## config.mk

```make
export PLATFORM = sky130hd
export DESIGN_NAME = tx_frame_finisher
export DESIGN_NICKNAME = d
export VERILOG_FILES = /design/src/rtl/txfin_pkg.sv /design/src/rtl/txfin_crc_step.sv /design/src/rtl/txfin_beat_counter.sv /design/src/rtl/tx_frame_finisher.sv
export SDC_FILE = /design/constraint.sdc
export NUM_CORES = 1
export LEC_CHECK = 0
export BUFFER_PORTS_ARGS = -buffer_cell sky130_fd_sc_hd__buf_4
export CORE_MARGIN = 8
export CORE_UTILIZATION = 40
export DETAILED_ROUTE_END_ITERATION = 7
export REMOVE_ABC_BUFFERS = 1
export SLEW_MARGIN = 20
export SYNTH_ARGS = -nofsm -noshare
export SYNTH_HDL_FRONTEND = slang
export SYNTH_SLANG_ARGS = --single-unit
```

## constraint.sdc

```tcl
create_clock -name clk -period 3.65 [get_ports clk]
set_input_delay 0.73 -clock clk [delete_from_list [all_inputs] [get_ports clk]]
set_output_delay 0.73 -clock clk [all_outputs]
set_load 0.005 [all_outputs]
```

## src/rtl/txfin_pkg.sv

```systemverilog
package txfin_pkg;

    typedef enum logic [1:0] {
        ST_DATA = 2'd0,
        ST_PAD  = 2'd1,
        ST_FCS  = 2'd2
    } fin_state_e;

    // Right-shifting form of the Ethernet generator polynomial.
    localparam logic [31:0] CRC_POLY_REFL = 32'hEDB88320;
    localparam logic [31:0] CRC_SEED      = 32'hFFFFFFFF;

endpackage

```

## src/rtl/txfin_crc_step.sv

```systemverilog
module txfin_crc_step
    import txfin_pkg::*;
#(
    parameter int DW = 8
) (
    input  logic [31:0]   crc_in,
    input  logic [DW-1:0] din,
    output logic [31:0]   crc_out
);

    // One input word folded into the running remainder, LSB first.
    always_comb begin
        logic [31:0] c;
        c = crc_in;
        for (int i = 0; i < DW; i++) begin
            if (c[0] ^ din[i]) begin
                c = (c >> 1) ^ CRC_POLY_REFL;
            end else begin
                c = c >> 1;
            end
        end
        crc_out = c;
    end

endmodule

```

## src/rtl/txfin_beat_counter.sv

```systemverilog
module txfin_beat_counter #(
    parameter int LIMIT = 60,
    localparam int CW = $clog2(LIMIT + 1)
) (
    input  logic          clk,
    input  logic          rst,
    input  logic          clr,
    input  logic          inc,
    output logic [CW-1:0] count
);

    // Saturates at LIMIT; clear has priority over increment.
    always_ff @(posedge clk) begin
        if (rst) begin
            count <= '0;
        end else if (clr) begin
            count <= '0;
        end else if (inc && (count < CW'(LIMIT))) begin
            count <= count + 1'b1;
        end
    end

endmodule

```

## src/rtl/tx_frame_finisher.sv

```systemverilog
module tx_frame_finisher
    import txfin_pkg::*;
#(
    parameter int MIN_FRAME = 64
) (
    input  logic       clk,
    input  logic       rst,
    input  logic       s_valid,
    output logic       s_ready,
    input  logic [7:0] s_data,
    input  logic       s_first,
    input  logic       s_last,
    input  logic       cfg_no_fcs,
    input  logic       cfg_no_pad,
    output logic       m_valid,
    input  logic       m_ready,
    output logic [7:0] m_data,
    output logic       m_last
);

    localparam int FCS_BYTES  = 4;
    localparam int PAD_TARGET = MIN_FRAME - FCS_BYTES;
    localparam int CW         = $clog2(PAD_TARGET + 1);
    localparam logic [CW-1:0] PAD_LAST_IDX = CW'(PAD_TARGET - 1);

    fin_state_e  state_q, state_d;
    logic        no_fcs_q, no_pad_q;
    logic [1:0]  fcs_idx_q;
    logic [31:0] crc_q, crc_step_out, crc_seed, fcs_word, fcs_shift;
    logic [7:0]  crc_din;
    logic [CW-1:0] cnt;
    logic        cnt_inc, cnt_clr;
    logic        eff_no_fcs, eff_no_pad, pad_needed, fcs_on;
    logic        s_hs, data_hs, data_end, pad_beat, pad_done, fcs_done;

    // Controls count only when they arrive with the first byte.
    assign eff_no_fcs = s_first ? cfg_no_fcs : no_fcs_q;
    assign eff_no_pad = s_first ? cfg_no_pad : no_pad_q;

    assign s_hs     = s_valid && s_ready;
    assign data_hs  = (state_q == ST_DATA) && s_hs;
    assign data_end = data_hs && s_last;
    assign pad_beat = (state_q == ST_PAD) && m_ready;
    assign pad_done = pad_beat && (cnt == PAD_LAST_IDX);
    assign fcs_done = (state_q == ST_FCS) && m_ready && (fcs_idx_q == 2'd3);

    // Payload length on the final byte is cnt+1.
    assign pad_needed = !eff_no_pad && (cnt < PAD_LAST_IDX);
    assign fcs_on     = pad_needed || !eff_no_fcs;

    assign cnt_inc = data_hs || pad_beat;
    assign cnt_clr = (data_end && !pad_needed) || pad_done;

    txfin_beat_counter #(.LIMIT(PAD_TARGET)) u_cnt (
        .clk   (clk),
        .rst   (rst),
        .clr   (cnt_clr),
        .inc   (cnt_inc),
        .count (cnt)
    );

    assign crc_seed = ((state_q == ST_DATA) && s_first) ? CRC_SEED : crc_q;
    assign crc_din  = (state_q == ST_PAD) ? 8'h00 : s_data;

    txfin_crc_step #(.DW(8)) u_crc (
        .crc_in  (crc_seed),
        .din     (crc_din),
        .crc_out (crc_step_out)
    );

    assign fcs_word  = ~crc_q;
    assign fcs_shift = fcs_word >> {fcs_idx_q, 3'b000};

    // Next-state logic.
    always_comb begin
        state_d = state_q;
        unique case (state_q)
            ST_DATA: begin
                if (data_end) begin
                    if (pad_needed)  state_d = ST_PAD;
                    else if (fcs_on) state_d = ST_FCS;
                end
            end
            ST_PAD:  if (pad_done) state_d = ST_FCS;
            ST_FCS:  if (fcs_done) state_d = ST_DATA;
            default: state_d = ST_DATA;
        endcase
    end

    // State register and datapath registers.
    always_ff @(posedge clk) begin
        if (rst) begin
            state_q   <= ST_DATA;
            no_fcs_q  <= 1'b0;
            no_pad_q  <= 1'b0;
            fcs_idx_q <= 2'd0;
            crc_q     <= CRC_SEED;
        end else begin
            state_q <= state_d;
            if (data_hs && s_first) begin
                no_fcs_q <= cfg_no_fcs;
                no_pad_q <= cfg_no_pad;
            end
            if (data_hs || pad_beat) begin
                crc_q <= crc_step_out;
            end else if (fcs_done) begin
                crc_q <= CRC_SEED;
            end
            if ((state_q == ST_FCS) && m_ready) begin
                fcs_idx_q <= fcs_idx_q + 2'd1;
            end
        end
    end

    // Output logic.
    always_comb begin
        m_valid = 1'b0;
        m_data  = 8'h00;
        m_last  = 1'b0;
        s_ready = 1'b0;
        unique case (state_q)
            ST_DATA: begin
                m_valid = s_valid;
                m_data  = s_data;
                m_last  = s_last && !fcs_on;
                s_ready = m_ready;
            end
            ST_PAD: begin
                m_valid = 1'b1;
            end
            ST_FCS: begin
                m_valid = 1'b1;
                m_data  = fcs_shift[7:0];
                m_last  = (fcs_idx_q == 2'd3);
            end
            default: ;
        endcase
    end

    // source held off during pad and FCS bytes.
    assert_tail_blocks_input_R8: assert property (@(posedge clk) disable iff (rst)
        (state_q != ST_DATA) |-> !s_ready);

    // a stalled tail byte is held.
    assert_tail_holds_R11: assert property (@(posedge clk) disable iff (rst)
        (state_q != ST_DATA && m_valid && !m_ready) |=>
            (m_valid && $stable(m_data) && $stable(m_last)));

    // the byte marked last ends the frame.
    assert_last_returns_idle_R9: assert property (@(posedge clk) disable iff (rst)
        (m_valid && m_ready && m_last) |=> (state_q == ST_DATA && cnt == '0 && fcs_idx_q == 2'd0));

    // the pad stops after the byte that reaches the pad target, FCS starts at byte 0.
    assert_pad_reaches_target_R2: assert property (@(posedge clk) disable iff (rst)
        (state_q == ST_PAD && m_ready && cnt == PAD_LAST_IDX) |=>
            (state_q == ST_FCS && fcs_idx_q == 2'd0));

    // the pad state is never left for anything but the FCS.
    assert_pad_forces_fcs_R3: assert property (@(posedge clk) disable iff (rst)
        (state_q == ST_PAD) |=> (state_q == ST_PAD || state_q == ST_FCS));

endmodule

```

==> run summary, run 1 <==
Die Y: 106.3 um
drt pass-1 iters: 4
CP Cell Sequence: ha_1, and2b_1, xnor2_2, xnor2_2, xnor3_1, a21oi_1, or2_1
Slew @ Worst Pin: 0.7831 ns
aggregate global-route resource usage: 14.39%
most frequent cells in the layout: xnor2_1, nor2_1, dfxtp_1
post-CTS setup buffers: 0
Total Power: 4.313 mW
final setup vio count: 0
CTS Root Cell: clkbuf_8
flip-flop and latch area: 880.8 sq um
row count: 33
Max Cap Viol: 0
# diodes: 0
post_cts resized: 0
worst r2r dst: crc_q[8]$_SDFFE_PP1P_
CTS tree: built
share of the synthesized area in the top cell type: 27.04%
GRT overflow: 0
CP Depth: 7
largest net degree at the start of global routing: 38
Initial Util: 40.47%
leakage: 1.435 nW
DRC viols: 0
clock power share: 8.6%
initial antenna violation count: 0
Worst setup SP type: register
sw frac: 41.09%
TNS Setup: 0 ns
Detail Placement HPWL: 5.706 mm
largest area contributor in the netlist: dfxtp_1
Initial DRC Count: 128
period utilization: 79.55%
core area: 8051 sq um
CP Data Arrival Time: 3.09 ns
reg2reg start: state_q[0]$_SDFFE_PP0P_
CTS Hold Bufs: 0
PD cells: 1174 nW/um^2
R2R depth: 7
crit path max fanout: 11
Synth Flop Type: dfxtp_1
distinct cell type count after synthesis: 48
Final Critical Period: 2.904 ns
Worst Setup EP: crc_q[8]$_SDFFE_PP1P_
first-pass GRT wire length: 12.87 mm
CP top delay family: XOR/XNOR gates
routed vias/inst: 5.235
post-synthesis register bit count: 44
Pins Over Slew Limit: 0
Combinational Power Share: 73.2%
top cells by area, synth: dfxtp_1, xnor2_1, mux4_2
total die area: 11290 sq um
DR WL/cell: 16.71 um
Synth-to-Final Area Change: 12.71%
sw power: 1.772 mW
sequential share of power: 18.2%
CP bufs+invs: 0
Layout Nets: 389
cell count after synthesis: 345
Crit. End Element: register
cts bufs inserted: 5
Max stage delay on crit path: 0.66 ns
most common cell after layout, fill and taps aside: xnor2_1
IO buf count: 26
crit-path most repeated cell: xnor2_2
Clock Skew: 0.009681 ns
Syn. warnings: 0
worst skew pair latency: 0.30 ns
Multi-input gate area: 2271 sq um
clock slew at reported path FFs: 0.09 ns
routability congestion estimate: 0.8020
Final Hold Viols: 0
Cell Int Power: 2.541 mW
Hold Crit Class: register to register
fill cell count: 775
Mean Syn Cell Area: 9.444 sq um
reg-to-reg slack, setup: 0.75 ns
layout cells sized above 1: 19.29%
Seq/Total Area, Yosys: 27.04%
Max VDD drop: 0.0004321 V
fraction of registers with async set/reset: 0%
Post-synth EDFFs: 0
# H-tree levels: 2
Post-Syn Area: 3258 sq um
vias in the first global route: 2425
CP Launch Point: state_q[0]$_SDFFE_PP0P_
outcome: finished clean
Clock Path Buffers: 2
relative slew slack: 47.53%
Ports: 27
overall routed net length: 7.903 mm
Crit-path slowest cell: xnor2_2
Max Freq: 344.4 MHz
Chip Width: 106.3 um
# clock sinks: 44
setup repair after global routing missed its margin: false
vias after detailed routing: 2476
CP Class: register to register
Antenna Nets Post-Route: 0
Worst EP required: 3.84 ns
[stage by stage]
stage | hold WS (ns) | setup WS, ns | instance area (sq um) | cells | utilization (%)
after floorplan | 0.4572 | 0.8542 | 3167 | 325 | -
after global placement | 0.4830 | 0.7561 | 3565 | 465 | 44.27
after detailed placement | 0.4843 | 0.7532 | 3565 | 465 | 44.27
after CTS | 0.5064 | 0.7256 | 3672 | 473 | 45.61
after global routing | 0.5266 | 0.5422 | 3672 | 473 | 45.61
final | 0.5025 | 0.7465 | 3672 | 473 | 45.61
[registers in the layout (all words and copies together), names as in the netlist]
register / count
fcs_idx_q: 2
no_fcs_q: 1
no_pad_q: 1
crc_q: 32
state_q: 2
u_cnt.count: 6
[routing by layer]
metal / vias up / share of wire [%] / global-route usage, %
li1: 1224 / - / -
met1: 1193 / 47 / 18.93
met4: 0 / 0.90 / 3.819
met3: 6 / 4.0 / 2.904
met2: 53 / 48 / 23.46
met5: - / 0 / 0
[synth_stat cells, drive strengths merged, types with 2 or more instances]
cell and number:
mux4 8, buf 8, or2 4, nand2b 27, nor2 44, xnor3 9, o22ai 22, o32a 2
nand3 7, dfxtp 44, clkbuf 12, nor2b 6, mux2i 5, and2 2, ha 6, xnor2 53
nand2 19, inv 5, o21ai 9, xor2 16, a21oi 20, xor3 3
[kinds of logic after synthesis]
family	Yosys count	synth area share, %
compound gates	63	12.48
xor+xnor	81	30.91
fa+ha+maj	6	2.304
buf+inv	25	3.379
flops	44	27.04
mux	13	7.066
simple gates	113	16.82
[how the worst min path moves through the flow]
stage                                     start                     endpoint  slack, ns  depth (start not counted)
floorplan           u_cnt.count[5]$_SDFFE_PP0P_  u_cnt.count[5]$_SDFFE_PP0P_       0.46                          2
global placement    u_cnt.count[5]$_SDFFE_PP0P_  u_cnt.count[5]$_SDFFE_PP0P_       0.48                          2
detailed placement  u_cnt.count[5]$_SDFFE_PP0P_  u_cnt.count[5]$_SDFFE_PP0P_       0.48                          2
CTS                 u_cnt.count[5]$_SDFFE_PP0P_  u_cnt.count[5]$_SDFFE_PP0P_       0.51                          2
global route             crc_q[23]$_SDFFE_PP1P_       crc_q[23]$_SDFFE_PP1P_       0.53                          2
finish              u_cnt.count[5]$_SDFFE_PP0P_  u_cnt.count[5]$_SDFFE_PP0P_       0.50                          2
[layout make-up]
type / instances / share of cell area (%)
multi-input cells: 276 / 61.84
flip-flops and latches: 44 / 23.99
repair buffers: 35 / 7.155
well taps: 105 / 3.578
clock buffers: 6 / 1.976
clock inverters: 2 / 0.9540
inverters: 5 / 0.5111
[tightest hold or removal path, stage by stage (launching register included)]
cell     delay [ns]
dfxtp_1        0.35
a31oi_1        0.05
nor2_1         0.07
[power groups by stage]
stage / Combinational, mW / Sequential, mW / Clock, mW
global placement: 3.14 / 0.791 / 0
CTS: 3.17 / 0.784 / 0.386
finish: 3.16 / 0.785 / 0.372
global route: 3.41 / 0.807 / 0.407
floorplan: 2.51 / 0.745 / 0
detailed placement: 3.15 / 0.795 / 0
Note: power is estimated with default switching activity, not from simulation.
==> inputs of run 2 (changes only) <==
==> constraint.sdc (replaced) <==
create_clock -name clk -period 3 [get_ports clk]
set_input_delay 0.6 -clock clk [delete_from_list [all_inputs] [get_ports clk]]
set_output_delay 0.6 -clock clk [all_outputs]
set_load 0.005 [all_outputs]
==> run 2 against run 1 <==
Effect of this change: combinational power up 25%; first-iteration DRC count up 2.3%; via count up 0.48%; critical path type unchanged; critical path depth up 1; hold slack better by 0.0068 ns; non-clock buffer count up 4; power up 25%.
==> run summary, run 2 (synthesis results as in run 1) <==
# H-tree levels: 2
CTS Root Cell: clkbuf_8
Pins Over Slew Limit: 0
Max VDD drop: 0.0003705 V
clock slew at reported path FFs: 0.09 ns
largest register by flop count: crc_q
biggest regs: crc_q (32), u_cnt.count (6)
most common cell after layout, fill and taps aside: xnor2_1
CP Cell Sequence: inv_1, ha_1, nand2b_1, xor2_2, xnor3_1, xor2_1, xnor2_1, o32a_1
core area: 8051 sq um
Initial DRC Count: 131
Final Critical Period: 2.766 ns
total die area: 11290 sq um
max reg flops: 32
outcome: finished clean
leakage: 1.463 nW
post-CTS setup buffers: 0
row count: 33
Crit-path slowest cell: xor2_2
aggregate global-route resource usage: 14.88%
Clock Path Buffers: 2
# clock sinks: 44
GRT overflow: 0
first-pass GRT wire length: 13.35 mm
Die Y: 106.3 um
most frequent cells in the layout: xnor2_1, nor2_1, dfxtp_1
setup repair after global routing missed its margin: false
routed vias/inst: 5.216
CP Launch Point: state_q[1]$_SDFFE_PP0P_
CP Class: register to register
# diodes: 0
Crit. End Element: register
Final Hold Viols: 0
Worst setup SP type: register
CTS tree: built
Util after Layout: 46.22%
cts bufs inserted: 5
Slew @ Worst Pin: 0.7472 ns
hold path start: u_cnt.count[5]$_SDFFE_PP0P_
vias in the first global route: 2528
Antenna Nets Post-Route: 0
Synth-to-Final Area Change: 14.21%
CP bufs+invs: 1
routability congestion estimate: 0.8353
relative slew slack: 50.09%
post_cts resized: 0
Detail Placement HPWL: 5.978 mm
Clock Skew: 0.01288 ns
Placement Cell Area: 3595 sq um
largest net degree at the start of global routing: 38
crit path max fanout: 11
Ports: 27
vias after detailed routing: 2488
reg2reg start: state_q[1]$_SDFFE_PP0P_
drt pass-1 iters: 4
CP Data Arrival Time: 2.96 ns
overall routed net length: 8.267 mm
fin cells: 477
Hold Crit Class: register to register
CP top delay family: XOR/XNOR gates
Layout Nets: 393
Worst EP required: 3.20 ns
Max Freq: 361.5 MHz
period utilization: 92.20%
CTS Hold Bufs: 0
Max Cap Viol: 0
Hold Slack: 0.5093 ns
IO buf count: 26
DR WL/cell: 17.33 um
placed cell count: 469
Initial Util: 40.47%
initial antenna violation count: 0
design area: 3721 sq um
worst skew pair latency: 0.30 ns
TNS Setup: 0 ns
PD cells: 1450 nW/um^2
layout cells sized above 1: 20.43%
final setup vio count: 0
DRC viols: 0
Max stage delay on crit path: 0.49 ns
Chip Width: 106.3 um
-- run 2: path summary, 6_finish.rpt --
| kind | end | slack (ns) | cells after the start |
|---|---|---|---|
| min | u_cnt.count[5]$_SDFFE_PP0P_ | 0.51 | 2 |
| max | crc_q[24]$_SDFFE_PP1P_ | 0.23 | 8 |
| max reg2reg | crc_q[24]$_SDFFE_PP1P_ | 0.23 | 8 |
| min reg2reg | u_cnt.count[5]$_SDFFE_PP0P_ | 0.51 | 2 |
-- run 2: cell type report --
type	instances	area, sq um
Timing Repair Buffer	39	292.8
Inverter	5	18.77
Tap cell	105	131.4
Multi-Input combinational cell	276	2271
Fill cell	803	4330
Sequential cell	44	880.8
Clock inverter	1	30.03
Clock buffer	7	96.34
-- run 2: worst register-to-register path: stages (launching register included) --
cell and delay (ns):
dfxtp_1 0.35, inv_1 0.09, ha_1 0.46, nand2b_1 0.26, xor2_2 0.49, xnor3_1 0.36, xor2_1 0.26, xnor2_1 0.10
o32a_1 0.29
-- run 2: power by group --
part | internal, mW | switching, mW
combinational | 2.12 | 1.82
sequential | 0.764 | 0.176
clock | 0.294 | 0.215
-- run 2: layer usage --
layer	GRT usage (%)	part of all wire, %	routed length (um)
met1	19.85	48	3967
met2	24.04	47	3891
met3	2.904	3.6	295
met4	3.920	1.4	112
met5	0	0	0
-- run 2: metrics by stage --
step                worst slack [ns]  power [mW]
floorplan                     0.2042       3.965
global route                  0.1012       5.804
CTS                           0.2168       5.440
detailed placement            0.2461       4.906
global placement              0.2995       4.860
finish                        0.2340       5.396
==> inputs of run 3 (changes only) <==
==> constraint.sdc (replaced) <==
create_clock -name clk -period 3.4 [get_ports clk]
set_input_delay 0.68 -clock clk [delete_from_list [all_inputs] [get_ports clk]]
set_output_delay 0.68 -clock clk [all_outputs]
set_load 0.005 [all_outputs]
==> run 3 against run 2 <==
Effect of this change: clock skew about the same; cell count down 0.84%; die area did not move; first-iteration DRC count is 21% higher; sequential share of layout area increased by 0.27 points; sequential power is 10% lower; utilization down 0.53 points; wire length down 2.6%; critical path depth unchanged; cell area decreased by 1.1%; hold slack got worse by 0.0052 ns; critical endpoint unchanged; largest power group unchanged; highest routed layer unchanged.
==> run summary, run 3 (synthesis results as in run 1) <==
outcome: finished clean
CTS tree: built
worst hold path stage count: 2
total die area: 11290 sq um
Hold Crit Class: register to register
vias in the first global route: 2418
worst skew pair latency: 0.31 ns
Initial Util: 40.47%
PD cells: 1269 nW/um^2
routed vias/inst: 5.146
relative slew slack: 50.74%
CP Class: register to register
Ports: 27
DR WL/cell: 17.03 um
Slew @ Worst Pin: 0.7352 ns
CP Data Arrival Time: 3.19 ns
Clock Path Buffers: 2
Hold Crit Endpoint: u_cnt.count[5]$_SDFFE_PP0P_
biggest regs: crc_q (32), u_cnt.count (6)
first-pass GRT wire length: 12.98 mm
largest net degree at the start of global routing: 38
# clock sinks: 44
most common cell after layout, fill and taps aside: xnor2_1
Die Y: 106.3 um
overall routed net length: 8.053 mm
most frequent cells in the layout: xnor2_1, nor2_1, dfxtp_1
Max Freq: 335.4 MHz
row count: 33
clock slew at reported path FFs: 0.09 ns
largest register by flop count: crc_q
leakage: 1.439 nW
crit path max fanout: 14
post_cts resized: 0
CTS Root Cell: clkbuf_8
initial antenna violation count: 0
hold path start: u_cnt.count[5]$_SDFFE_PP0P_
layout cells sized above 1: 19.57%
IO buf count: 26
Pins Over Slew Limit: 0
Final Critical Period: 2.982 ns
Layout Nets: 391
# H-tree levels: 2
post-CTS setup buffers: 0
Crit. End Element: register
# diodes: 0
setup repair after global routing missed its margin: false
aggregate global-route resource usage: 14.56%
period utilization: 87.70%
final setup margin: 0.4183 ns
core area: 8051 sq um
GRT overflow: 0
Antenna Nets Post-Route: 0
max reg flops: 32
R2R depth: 8
Max VDD drop: 0.0003676 V
Max Cap Viol: 0
DRC viols: 0
Clock Skew: 0.01265 ns
TNS Setup: 0 ns
CTS Hold Bufs: 0
Worst setup SP type: register
Worst EP required: 3.61 ns
Final Hold Viols: 0
vias after detailed routing: 2434
final setup vio count: 0
cts bufs inserted: 5
reg-to-reg slack, setup: 0.42 ns
Post-Place Setup Slack: 0.4353 ns
Detail Placement HPWL: 5.733 mm
reg2reg start: state_q[0]$_SDFFE_PP0P_
Chip Width: 106.3 um
worst r2r dst: crc_q[24]$_SDFFE_PP1P_
Initial DRC Count: 159
Synth-to-Final Area Change: 12.90%
routability congestion estimate: 0.8053
drt pass-1 iters: 4
-- run 3: through the flow --
step,utilization (%),cells,instance area (sq um),power [mW],hold WS (ns)
floorplan,-,325,3167,3.499,0.4572
global placement,44.46,467,3580,4.257,0.4808
detailed placement,44.46,467,3580,4.278,0.4885
CTS,45.69,473,3679,4.695,0.5054
global route,45.69,473,3679,4.988,0.5261
finish,45.69,473,3679,4.668,0.5041
-- run 3: critical path, cell delays in order (launching register included) --
cell and delay, ns:
dfxtp_1 0.36, inv_1 0.09, ha_1 0.58, a21oi_1 0.22, xnor2_2 0.43, xnor3_1 0.53, xor2_1 0.27, xnor2_1 0.11
o32a_1 0.29
-- run 3: final cells by class --
type / instances / area, sq um
clock buffer: 5 / 68.82
clock inverter: 1 / 30.03
fill: 802 / 4373
inverter: 5 / 18.77
multi-input combinational: 276 / 2271
sequential: 44 / 880.8
tap: 105 / 131.4
timing repair buffer: 37 / 277.8
-- run 3: how the worst max path moves through the flow --
| stage | slack [ns] | to | start | cells past startpoint |
|---|---|---|---|---|
| CTS | 0.41 | crc_q[24]$_SDFFE_PP1P_ | state_q[0]$_SDFFE_PP0P_ | 8 |
| global route | 0.24 | crc_q[24]$_SDFFE_PP1P_ | state_q[0]$_SDFFE_PP0P_ | 8 |
| global placement | 0.54 | crc_q[24]$_SDFFE_PP1P_ | state_q[0]$_SDFFE_PP0P_ | 8 |
| finish | 0.42 | crc_q[24]$_SDFFE_PP1P_ | state_q[0]$_SDFFE_PP0P_ | 8 |
| detailed placement | 0.44 | crc_q[24]$_SDFFE_PP1P_ | state_q[0]$_SDFFE_PP0P_ | 8 |
| floorplan | 0.60 | crc_q[24]$_SDFFE_PP1P_ | state_q[0]$_SDFFE_PP0P_ | 8 |
-- run 3: power by group --
part | leakage (nW) | internal, mW | switching, mW
sequential | 0.360 | 0.674 | 0.169
combinational | 1.03 | 1.87 | 1.56
clock | 0.0501 | 0.211 | 0.191
-- run 3: routing by layer --
layer	routed length, um	GRT usage [%]	vias up
met5	0	0	-
met4	122	5.025	0
met3	357	2.783	10
met2	3710	22.70	45
met1	3863	19.68	1158
li1	-	-	1221
